$ cat config.mk
export PLATFORM = sky130hd
export DESIGN_NAME = tbase64_latched
export DESIGN_NICKNAME = d
export VERILOG_FILES = /design/src/rtl/tb64_pkg.sv /design/src/rtl/tb64_decode.sv /design/src/rtl/tb64_counter.sv /design/src/rtl/tb64_regs.sv /design/src/rtl/tb64_rdmux.sv /design/src/rtl/tbase64_latched.sv
export SDC_FILE = /design/constraint.sdc
export NUM_CORES = 1
export LEC_CHECK = 0
export BUFFER_PORTS_ARGS = -buffer_cell sky130_fd_sc_hd__clkbuf_2
export CAP_MARGIN = 20
export CORE_MARGIN = 3
export CORE_UTILIZATION = 60
export DETAILED_ROUTE_END_ITERATION = 16
export PLACE_DENSITY_LB_ADDON = 0.08
export REMOVE_ABC_BUFFERS = 1
export SLEW_MARGIN = 20
export SYNTH_ARGS = -nofsm -noshare
export SYNTH_HDL_FRONTEND = slang
export SYNTH_SLANG_ARGS = --single-unit
$ cat constraint.sdc
create_clock -name clk -period 3.45 [get_ports clk]
set_input_delay 0 -clock clk [delete_from_list [all_inputs] [get_ports clk]]
set_output_delay 0 -clock clk [all_outputs]
set_load 0.005 [all_outputs]
$ cat src/rtl/tb64_pkg.sv
package tb64_pkg;
   localparam int NREG = 7;

   typedef enum logic [2:0] {
      RA_CTRL    = 3'd0,
      RA_CNT_LO  = 3'd1,
      RA_CNT_HI  = 3'd2,
      RA_LD_LO   = 3'd3,
      RA_LD_HI   = 3'd4,
      RA_SNAP_LO = 3'd5,
      RA_SNAP_HI = 3'd6
   } reg_idx_e;

   localparam int CMD_GO_BIT   = 0;
   localparam int CMD_LOAD_BIT = 1;

   typedef struct packed {
      logic snap;
      logic load;
   } cmd_t;

   function automatic cmd_t decode_cmd(input logic wr_ctrl, input logic [1:0] bits);
      cmd_t c;
      c.snap = wr_ctrl && bits[CMD_GO_BIT] && !bits[CMD_LOAD_BIT];
      c.load = wr_ctrl && bits[CMD_GO_BIT] &&  bits[CMD_LOAD_BIT];
      return c;
   endfunction
endpackage

$ cat src/rtl/tb64_decode.sv
module tb64_decode
   import tb64_pkg::*;
#(
   parameter int AW = 3
) (
   input  logic          wr_en,
   input  logic [AW-1:0] addr,
   input  logic [1:0]    cmd_bits,
   output logic          wr_ctrl,
   output logic [1:0]    wr_ld,
   output cmd_t          cmd
);
   assign wr_ctrl = wr_en && (addr == AW'(RA_CTRL));

   for (genvar w = 0; w < 2; w++) begin : g_ld
      assign wr_ld[w] = wr_en && (addr == AW'(int'(RA_LD_LO) + w));
   end

   assign cmd = decode_cmd(wr_ctrl, cmd_bits);
endmodule

$ cat src/rtl/tb64_counter.sv
module tb64_counter #(
   parameter int CNT_W     = 64,
   parameter bit SPLIT_INC = 1'b1
) (
   input  logic             clk,
   input  logic             rst_n,
   input  logic             tick,
   input  logic             load_en,
   input  logic [CNT_W-1:0] load_val,
   output logic [CNT_W-1:0] count
);
   localparam int HALF_W = CNT_W / 2;

   logic [CNT_W-1:0] count_q;
   logic [CNT_W-1:0] count_inc;

   if (SPLIT_INC) begin : g_split
      logic             lo_carry;
      logic [HALF_W-1:0] lo_next;
      assign {lo_carry, lo_next} = {1'b0, count_q[HALF_W-1:0]} + {{HALF_W{1'b0}}, 1'b1};
      assign count_inc = {count_q[CNT_W-1:HALF_W] + {{(CNT_W-HALF_W-1){1'b0}}, lo_carry}, lo_next};
   end else begin : g_flat
      assign count_inc = count_q + {{(CNT_W-1){1'b0}}, 1'b1};
   end

   always_ff @(posedge clk) begin
      if (!rst_n)       count_q <= '0;
      else if (load_en) count_q <= load_val;
      else if (tick)    count_q <= count_inc;
   end

   assign count = count_q;
endmodule

$ cat src/rtl/tb64_regs.sv
module tb64_regs #(
   parameter int DATA_W = 32,
   parameter int CTRL_W = 8,
   parameter int CNT_W  = 64
) (
   input  logic              clk,
   input  logic              rst_n,
   input  logic              wr_ctrl,
   input  logic [1:0]        wr_ld,
   input  logic              snap_cmd,
   input  logic [DATA_W-1:0] wdata,
   input  logic [CNT_W-1:0]  count,
   output logic [DATA_W-1:0] ctrl_rd,
   output logic [CNT_W-1:0]  load_val,
   output logic [CNT_W-1:0]  snap_val
);
   logic [CTRL_W-1:2] ctrl_q;
   logic [CNT_W-1:0]  load_q;
   logic [CNT_W-1:0]  snap_q;

   always_ff @(posedge clk) begin
      if (!rst_n)       ctrl_q <= '0;
      else if (wr_ctrl) ctrl_q <= wdata[CTRL_W-1:2];
   end

   for (genvar w = 0; w < 2; w++) begin : g_load
      always_ff @(posedge clk) begin
         if (!rst_n)        load_q[w*DATA_W +: DATA_W] <= '0;
         else if (wr_ld[w]) load_q[w*DATA_W +: DATA_W] <= wdata;
      end
   end

   always_ff @(posedge clk) begin
      if (!rst_n)        snap_q <= '0;
      else if (snap_cmd) snap_q <= count;
   end

   assign ctrl_rd  = DATA_W'({ctrl_q, 2'b00});
   assign load_val = load_q;
   assign snap_val = snap_q;
endmodule

$ cat src/rtl/tb64_rdmux.sv
module tb64_rdmux
   import tb64_pkg::*;
#(
   parameter int AW     = 3,
   parameter int DATA_W = 32,
   parameter int CNT_W  = 64
) (
   input  logic              clk,
   input  logic              rst_n,
   input  logic              rd_en,
   input  logic [AW-1:0]     addr,
   input  logic [DATA_W-1:0] ctrl_rd,
   input  logic [CNT_W-1:0]  count,
   input  logic [CNT_W-1:0]  load_val,
   input  logic [CNT_W-1:0]  snap_val,
   output logic [DATA_W-1:0] rd_data
);
   logic [DATA_W-1:0] words [NREG];
   logic [DATA_W-1:0] sel;

   assign words[RA_CTRL]    = ctrl_rd;
   assign words[RA_CNT_LO]  = count[DATA_W-1:0];
   assign words[RA_CNT_HI]  = count[CNT_W-1:DATA_W];
   assign words[RA_LD_LO]   = load_val[DATA_W-1:0];
   assign words[RA_LD_HI]   = load_val[CNT_W-1:DATA_W];
   assign words[RA_SNAP_LO] = snap_val[DATA_W-1:0];
   assign words[RA_SNAP_HI] = snap_val[CNT_W-1:DATA_W];

   always_comb begin
      sel = '0;
      for (int r = 0; r < NREG; r++)
         if (addr == AW'(r)) sel = words[r];
   end

   always_ff @(posedge clk) begin
      if (!rst_n)     rd_data <= '0;
      else if (rd_en) rd_data <= sel;
   end
endmodule

$ cat src/rtl/tbase64_latched.sv
module tbase64_latched
   import tb64_pkg::*;
#(
   parameter int AW        = 3,
   parameter int DATA_W    = 32,
   parameter int CNT_W     = 64,
   parameter int CTRL_W    = 8,
   parameter bit SPLIT_INC = 1'b1
) (
   input  logic              clk,
   input  logic              rst_n,
   input  logic              tick,
   input  logic              wr_en,
   input  logic              rd_en,
   input  logic [AW-1:0]     addr,
   input  logic [DATA_W-1:0] wdata,
   output logic [DATA_W-1:0] rd_data
);
   if (CNT_W != 2 * DATA_W) begin : g_bad_cnt
      $error("CNT_W must be twice DATA_W");
   end
   if (AW < 3) begin : g_bad_aw
      $error("AW must reach seven words");
   end
   if (CTRL_W < 3 || CTRL_W > DATA_W) begin : g_bad_ctrl
      $error("CTRL_W out of range");
   end

   logic              wr_ctrl;
   logic [1:0]        wr_ld;
   cmd_t              cmd;
   logic [DATA_W-1:0] ctrl_rd;
   logic [CNT_W-1:0]  count_q;
   logic [CNT_W-1:0]  load_q;
   logic [CNT_W-1:0]  snap_q;

   tb64_decode #(.AW(AW)) u_dec (
      .wr_en    (wr_en),
      .addr     (addr),
      .cmd_bits (wdata[1:0]),
      .wr_ctrl  (wr_ctrl),
      .wr_ld    (wr_ld),
      .cmd      (cmd)
   );

   tb64_counter #(.CNT_W(CNT_W), .SPLIT_INC(SPLIT_INC)) u_cnt (
      .clk      (clk),
      .rst_n    (rst_n),
      .tick     (tick),
      .load_en  (cmd.load),
      .load_val (load_q),
      .count    (count_q)
   );

   tb64_regs #(.DATA_W(DATA_W), .CTRL_W(CTRL_W), .CNT_W(CNT_W)) u_regs (
      .clk      (clk),
      .rst_n    (rst_n),
      .wr_ctrl  (wr_ctrl),
      .wr_ld    (wr_ld),
      .snap_cmd (cmd.snap),
      .wdata    (wdata),
      .count    (count_q),
      .ctrl_rd  (ctrl_rd),
      .load_val (load_q),
      .snap_val (snap_q)
   );

   tb64_rdmux #(.AW(AW), .DATA_W(DATA_W), .CNT_W(CNT_W)) u_rd (
      .clk      (clk),
      .rst_n    (rst_n),
      .rd_en    (rd_en),
      .addr     (addr),
      .ctrl_rd  (ctrl_rd),
      .count    (count_q),
      .load_val (load_q),
      .snap_val (snap_q),
      .rd_data  (rd_data)
   );
endmodule

==> flow_metrics.py, run 1 <==
metrics = {
    "setup_path": {
        "worstSetupPathType": "reg2reg",
        "critical_path.max_fanout": 7,
        "rr_startpoint": "u_cnt.count[15]",
        "worst-r2r-cell-count": 11,
        "endpoint_kind": "flop",
        "required_ns": 3.82,
        "cp_data_arrival_time_ns": 3.62,
        "r2r_slack_ns": 0.21,
        "start_kind": "flop",
        "worstReg2RegEnd": "u_cnt.count[54]",
    },
    "timing": {
        "fin_worst_skew_ns": 0.0167,
        "rsz0062_at_grt": "false",
        "fmax_ghz": 0.309,
        "finalHoldViolations": 0,
        "tightest_slew_ns": 1.04,
        "finalCritPeriodShare": 0.939,
        "holdWs_ns": 0.0909,
        "finalSetupViolCount": 0,
        "finalWorstSetupSlack_ns": 0.209,
        "timing_max_transition_violations_final": 0,
        "slew_headroom": 0.304,
        "min_period_ns": 3.24,
    },
    "final_layout": {
        "layout.cells.non_filler": 1653,
        "drive_gt1_frac": 0.127,
        "mostFrequentLayoutCell": "nand2_1",
        "final_cell_mix": "311 x nand2_1, 230 x dfxtp_1, 184 x a21oi_1",
        "n_fill_cell": 1426,
        "multi_input_area_mm2": 0.00577,
        "regArea_mm2": 0.00460,
        "fin_area_mm2": 0.0125,
        "antennaDiodeCount": 0,
        "area.growth.synth_to_final_pct": 15.3,
        "final_nets": 1454,
    },
    "clocking": {
        "cts_max_path_buffers": 3,
        "cts_inserted_buffers": 24,
        "clk-insertion-delay-late_ns": 0.53,
        "cts_sinks": 230,
        "clk_pin_slew_ns": 0.07,
        "htree_levels": 1,
        "cts_root_buf": "clkbuf_16",
        "cts_setup_buffers": 0,
        "tritoncts": "done",
    },
    "die": {
        "fp.dieArea_mm2": 0.0197,
        "fp.dieW_um": 140,
        "core_area_mm2": 0.0175,
        "die_h_um": 140,
        "io_pins": 72,
        "start_util": 0.621,
        "rows": 48,
    },
    "grt": {
        "grt_pass1_vias": 9690,
        "grt_pass1_wl_mm": 52.2,
        "globalRouteOverflowTotal": 0,
        "grt_max_degree": 124,
        "grt.total_usage": 0.323,
        "antenna_found_initial": 1,
    },
    "placed_design": {
        "dp_slack_ns": 0.245,
        "dp.cells": 1578,
        "place_congestion": 0.917,
        "io_buffers": 71,
        "dpl-instance-area_mm2": 0.0113,
        "hpwlAfterDp_mm": 20.5,
    },
    "hold_path": {
        "hp-class": "in2reg",
        "min_from": "rst_n",
        "hold_path_depth": 4,
        "hold_end": "u_cnt.count[12]",
    },
    "routing": {
        "vias": 10300,
        "drt-initial-drc-count": 893,
        "drt-total-wl_mm": 32.8,
        "drt_first_pass_iters": 5,
        "drc": 0,
        "wl_per_cell_um": 19.9,
        "ant_nets": 0,
        "via_per_inst": 6.24,
    },
    "synthesis": {
        "synth_warnings": 0,
        "syn_avg_cell_area_um2": 7.91,
        "synth_cell_types": 51,
        "synth_edf_count": 0,
        "syn-cell-area_mm2": 0.0109,
        "async_flop_share": 0,
        "ys_seq_elements": 230,
        "synthCells": 1371,
        "yosysSeqAreaShare": 0.424,
        "synth_ff_type": "dfxtp_1",
    },
    "power_and_ir_drop": {
        "ir_drop_mv": 0.466,
        "p_per_area_mw_per_mm2": 475,
        "leakagePower_nw": 4.41,
        "power_mw": 5.95,
    },
    "outcome": {
        "status": "finished, final reports clean",
    },
    "run": {
        "max_cap_viol_count": 0,
    },
}
## cell usage after synthesis, types with 2 or more instances
cell type,count,area [um2]
a211oi_1,18,135
a21oi_1,184,921
a221o_1,22,220
a221oi_1,2,17.5
a22o_1,3,26.3
a22oi_1,4,30.0
a311o_1,2,20.0
a31oi_1,3,18.8
and2_1,4,25.0
and3_1,15,93.8
and4_1,8,70.1
buf_1,2,7.51
buf_2,19,95.1
clkbuf_1,96,360
clkinv_1,2,7.51
dfxtp_1,230,4600
ha_1,3,37.5
inv_1,6,22.5
mux2_2,28,315
mux2i_1,38,380
nand2_1,311,1170
nand3_1,30,150
nand3b_1,30,225
nand4_1,16,100
nor2_1,42,158
nor2b_1,5,31.3
nor3_1,17,85.1
nor3b_1,4,30.0
nor4_1,6,37.5
nor4b_1,2,17.5
o21ai_0,128,641
o221ai_1,2,17.5
o22ai_1,8,50.1
o31ai_1,6,45.0
or3_1,4,25.0
xnor2_1,35,307
xor2_1,22,193
## where the power goes
part           switching (mW)  leakage, nW  total, mW  internal, mW
Sequential             0.0412         1.86       2.74          2.70
Clock                    1.08        0.427       2.79          1.71
Combinational           0.262         2.12      0.416         0.155
Total                    1.38         4.41       5.95          4.57
## registers in the layout, indices dropped and copies added (netlist names)
name,flops
u_rd.rd_data,32
u_regs.load_val,64
u_cnt.count,64
u_regs.snap_val,64
u_regs.ctrl_q,6
## cells by family after synthesis
family	after synthesis	synth area share
AND/OR/NAND/NOR	504	0.214
AO/OA/AOI/OAI	384	0.199
flip-flops	230	0.424
buffers and inverters	126	0.0465
multiplexers	67	0.0662
XOR/XNOR	57	0.0460
adder cells (fa/ha/maj)	3	0.00346
## final cells by class
class	instances	share of cell area
Clock inverter	7	0.00880
Tap cell	225	0.0225
Inverter	8	0.00260
Multi-Input combinational cell	1015	0.462
Clock buffer	36	0.0597
Timing Repair Buffer	132	0.0766
Sequential cell	230	0.368
## worst max-delay path by stage
stage,startpoint,endpoint,slack [ns],depth (start not counted)
final,u_cnt.count[15],u_cnt.count[54],0.21,11
after global routing,u_cnt.count[15],u_cnt.count[54],0.03,11
after CTS,u_cnt.count[15],u_cnt.count[54],0.22,11
after floorplan,addr[2],u_cnt.count[60],-1.11,4
after detailed placement,u_cnt.count[15],u_cnt.count[54],0.24,11
after global placement,u_cnt.count[15],u_cnt.count[54],0.40,11
## layer usage
metal	GRT usage	share of wire	vias up	wire length [um]
met3	0.0440	0.086	82	2840
met4	0.121	0.033	0	1080
li1	-	-	4881	-
met1	0.436	0.42	4915	13700
met2	0.529	0.46	442	15200
met5	0	0	-	0
## critical path, cell delays in order (launching register included)
cell and delay, ns:
dfxtp_1 0.44, and4_2 0.35, nand4_1 0.22, nor4_1 0.38
and3_1 0.20, ha_1 0.21, ha_1 0.21, and3_1 0.24
nand3_1 0.29, nor4_1 0.31, xnor2_1 0.16, a21oi_1 0.08
## stage by stage
step	setup TNS (ns)	utilization
6_report	0	0.716
2_1_floorplan	-83.25	-
4_1_cts	0	0.716
5_1_grt	0	0.716
3_3_place_gp	0	0.648
3_5_place_dp	0	0.648
## repair_timing
item / CTS / global route
setup endpoints to repair: 0 / 2
endpoints found under the hold margin: 83 / 0
gates resized for setup: 0 / 1
hold buffers: 32 / 0
(Power assumes the default switching activity.)
==> run 2: changes to the inputs <==
Settings changed: ABC_AREA set to 1, CAP_MARGIN 20 to not set.
==> flow_metrics.py, run 2 <==
metrics = {
    "setup_path": {
        "critical_path.max_fanout": 6,
        "cp_slowest_cell": "dfxtp_1",
        "path_buf_inv": 4,
        "start_kind": "flop",
        "crit_family": "simple AND/OR/NAND/NOR gates",
        "required_ns": 3.92,
        "cp_data_arrival_time_ns": 3.58,
        "cpPeakStageDelay_ns": 0.41,
        "worstSetupPathType": "reg2reg",
        "cpMostUsedCell": "nand2_1",
        "endpoint_kind": "flop",
        "crit_chain": "ha_2, nand2_1, nor2_2, nand2_1, inv_1, nand2_1, nor3_1, nand2_1, nor3_1, ha_1, ha_1, inv_1, nor2_2, inv_1, nor2_1, xor2_1, nand2_1, inv_1, nor2_1, nor2_1",
    },
    "grt": {
        "grt_pass1_wl_mm": 62.8,
        "antenna_found_initial": 0,
        "grt_max_degree": 75,
        "grt.total_usage": 0.361,
        "globalRouteOverflowTotal": 0,
        "grt_pass1_vias": 11700,
    },
    "timing": {
        "fin_worst_skew_ns": 0.0216,
        "slew_headroom": 0.244,
        "fin_setup_tns_ns": 0,
        "timing_max_transition_violations_final": 0,
        "rsz0062_at_grt": "false",
        "finalCritPeriodShare": 0.900,
        "finalSetupViolCount": 0,
        "finalHoldViolations": 0,
        "min_period_ns": 3.10,
        "tightest_slew_ns": 1.13,
        "fmax_ghz": 0.322,
        "holdWs_ns": 0.0636,
    },
    "synthesis": {
        "synth_top_area_share": 0.393,
        "synth_warnings": 0,
        "synth_cell_types": 28,
        "ys_seq_elements": 230,
        "async_flop_share": 0,
        "synth_most_common_cell": "nand2_1",
        "synth_area_leaders": "dfxtp_1 39%, nand2_1 18%, a21oi_1 8.6%",
        "syn-cell-area_mm2": 0.0117,
        "synth_common_cells": "560 x nand2_1, 230 x dfxtp_1, 227 x nor2_1",
        "synthCells": 1850,
        "yosysSeqAreaShare": 0.393,
        "yosysTopAreaCell": "dfxtp_1",
        "synth_ff_type": "dfxtp_1",
        "syn_avg_cell_area_um2": 6.34,
        "synth_edf_count": 0,
    },
    "routing": {
        "wl_per_cell_um": 18.2,
        "vias": 12600,
        "drt_first_pass_iters": 6,
        "via_per_inst": 5.82,
        "drt-total-wl_mm": 39.6,
        "ant_nets": 0,
        "drt-initial-drc-count": 1341,
        "drc": 0,
    },
    "final_layout": {
        "area.growth.synth_to_final_pct": 13.3,
        "final_nets": 1941,
        "final_cell_mix": "560 x nand2_1, 229 x dfxtp_1, 225 x nor2_1",
        "drive_gt1_frac": 0.0789,
        "antennaDiodeCount": 0,
        "mostFrequentLayoutCell": "nand2_1",
        "n_fill_cell": 1722,
    },
    "die": {
        "core_area_mm2": 0.0190,
        "die_h_um": 146,
        "start_util": 0.618,
        "rows": 50,
        "fp.dieW_um": 146,
        "fp.dieArea_mm2": 0.0212,
        "io_pins": 72,
    },
    "clocking": {
        "cts_sinks": 230,
        "cts_root_buf": "clkbuf_16",
        "tritoncts": "done",
        "clk-insertion-delay-late_ns": 0.53,
        "clk_pin_slew_ns": 0.07,
        "cts_inserted_buffers": 25,
        "cts_setup_buffers": 0,
        "htree_levels": 1,
        "cts_max_path_buffers": 3,
    },
    "hold_path": {
        "hp-class": "in2reg",
    },
    "outcome": {
        "status": "finished, final reports clean",
    },
    "run": {
        "max_cap_viol_count": 0,
    },
    "power_and_ir_drop": {
        "ir_drop_mv": 0.382,
        "p_per_area_mw_per_mm2": 433,
        "leakagePower_nw": 5.23,
    },
    "placed_design": {
        "place_congestion": 0.977,
        "io_buffers": 71,
        "hpwlAfterDp_mm": 26.8,
    },
}
==> run 2: layout make-up <==
| class | instances | area, um2 | share of cell area |
|---|---|---|---|
| inverters | 135 | 509 | 0.0384 |
| clock inverters | 5 | 50.0 | 0.00377 |
| well taps | 260 | 325 | 0.0245 |
| flip-flops and latches | 230 | 4610 | 0.347 |
| clock buffers | 37 | 731 | 0.0550 |
| multi-input cells | 1380 | 6170 | 0.465 |
| repair buffers | 126 | 886 | 0.0667 |
==> run 2: where the power goes <==
group	leakage [nW]	total (mW)	internal, mW	switching, mW
combinational	2.98	0.400	0.124	0.276
clock	0.388	2.61	1.52	1.09
sequential	1.86	2.73	2.70	0.0323
total	5.23	5.75	4.35	1.40
==> run 2: path summary, 6_finish.rpt <==
| kind | from | end | slack, ns | depth (start not counted) |
|---|---|---|---|---|
| max | u_cnt.count[1] | u_cnt.count[44] | 0.35 | 20 |
| min | tick | u_cnt.count[41] | 0.06 | 4 |
| max reg2reg | u_cnt.count[1] | u_cnt.count[44] | 0.35 | 20 |
| min reg2reg | u_rd.rd_data[17] | u_rd.rd_data[17] | 0.46 | 2 |
==> run 2: metal layers <==
layer | global-route usage | part of all wire | vias up
met5 | 0 | 0 | -
met4 | 0.142 | 0.038 | 0
met3 | 0.0542 | 0.093 | 90
met2 | 0.565 | 0.45 | 660
met1 | 0.505 | 0.42 | 5806
li1 | - | - | 6087
==> run 2: cells by family (layout without fill, tap and decap cells) <==
logic type / count (synthesis) / after routing / share of synthesized area
XOR/XNOR: 25 / 25 / 0.0187
adder cells (fa/ha/maj): 3 / 3 / 0.00320
flip-flops: 230 / 230 / 0.393
AND/OR/NAND/NOR: 999 / 999 / 0.351
buffers and inverters: 240 / 303 / 0.0820
AO/OA/AOI/OAI: 353 / 353 / 0.153
==> run 2: metrics by stage <==
step	instance area, um2	setup WS, ns	instances	util	total power, mW
final	13300	0.346	2173	0.700	5.75
after global routing	13300	0.0261	2173	0.700	5.90
after CTS	13300	0.180	2173	0.700	5.73
after detailed placement	12200	0.233	2099	0.642	3.15
after global placement	12200	0.357	2099	0.642	3.14
after floorplan	11300	-1.92	1745	-	2.96
==> run 2: worst register-to-register path: stages (launching register included) <==
cell and delay [ns]:
dfxtp_1 0.41, ha_2 0.28, nand2_1 0.10, nor2_2 0.18
nand2_1 0.12, inv_1 0.12, nand2_1 0.08, nor3_1 0.16
nand2_1 0.07, nor3_1 0.15, ha_1 0.21, ha_1 0.19
inv_1 0.07, nor2_2 0.21, inv_1 0.06, nor2_1 0.20
xor2_1 0.16, nand2_1 0.07, inv_1 0.09, nor2_1 0.04
nor2_1 0.09
==> run 2: repair_timing <==
| action | 4_1_cts | 5_1_grt |
|---|---|---|
| hold endpoints to repair | 70 | 0 |
| resized for setup | 0 | 4 |
| hold buffers | 32 | 0 |
| setup endpoints to repair | 0 | 15 |
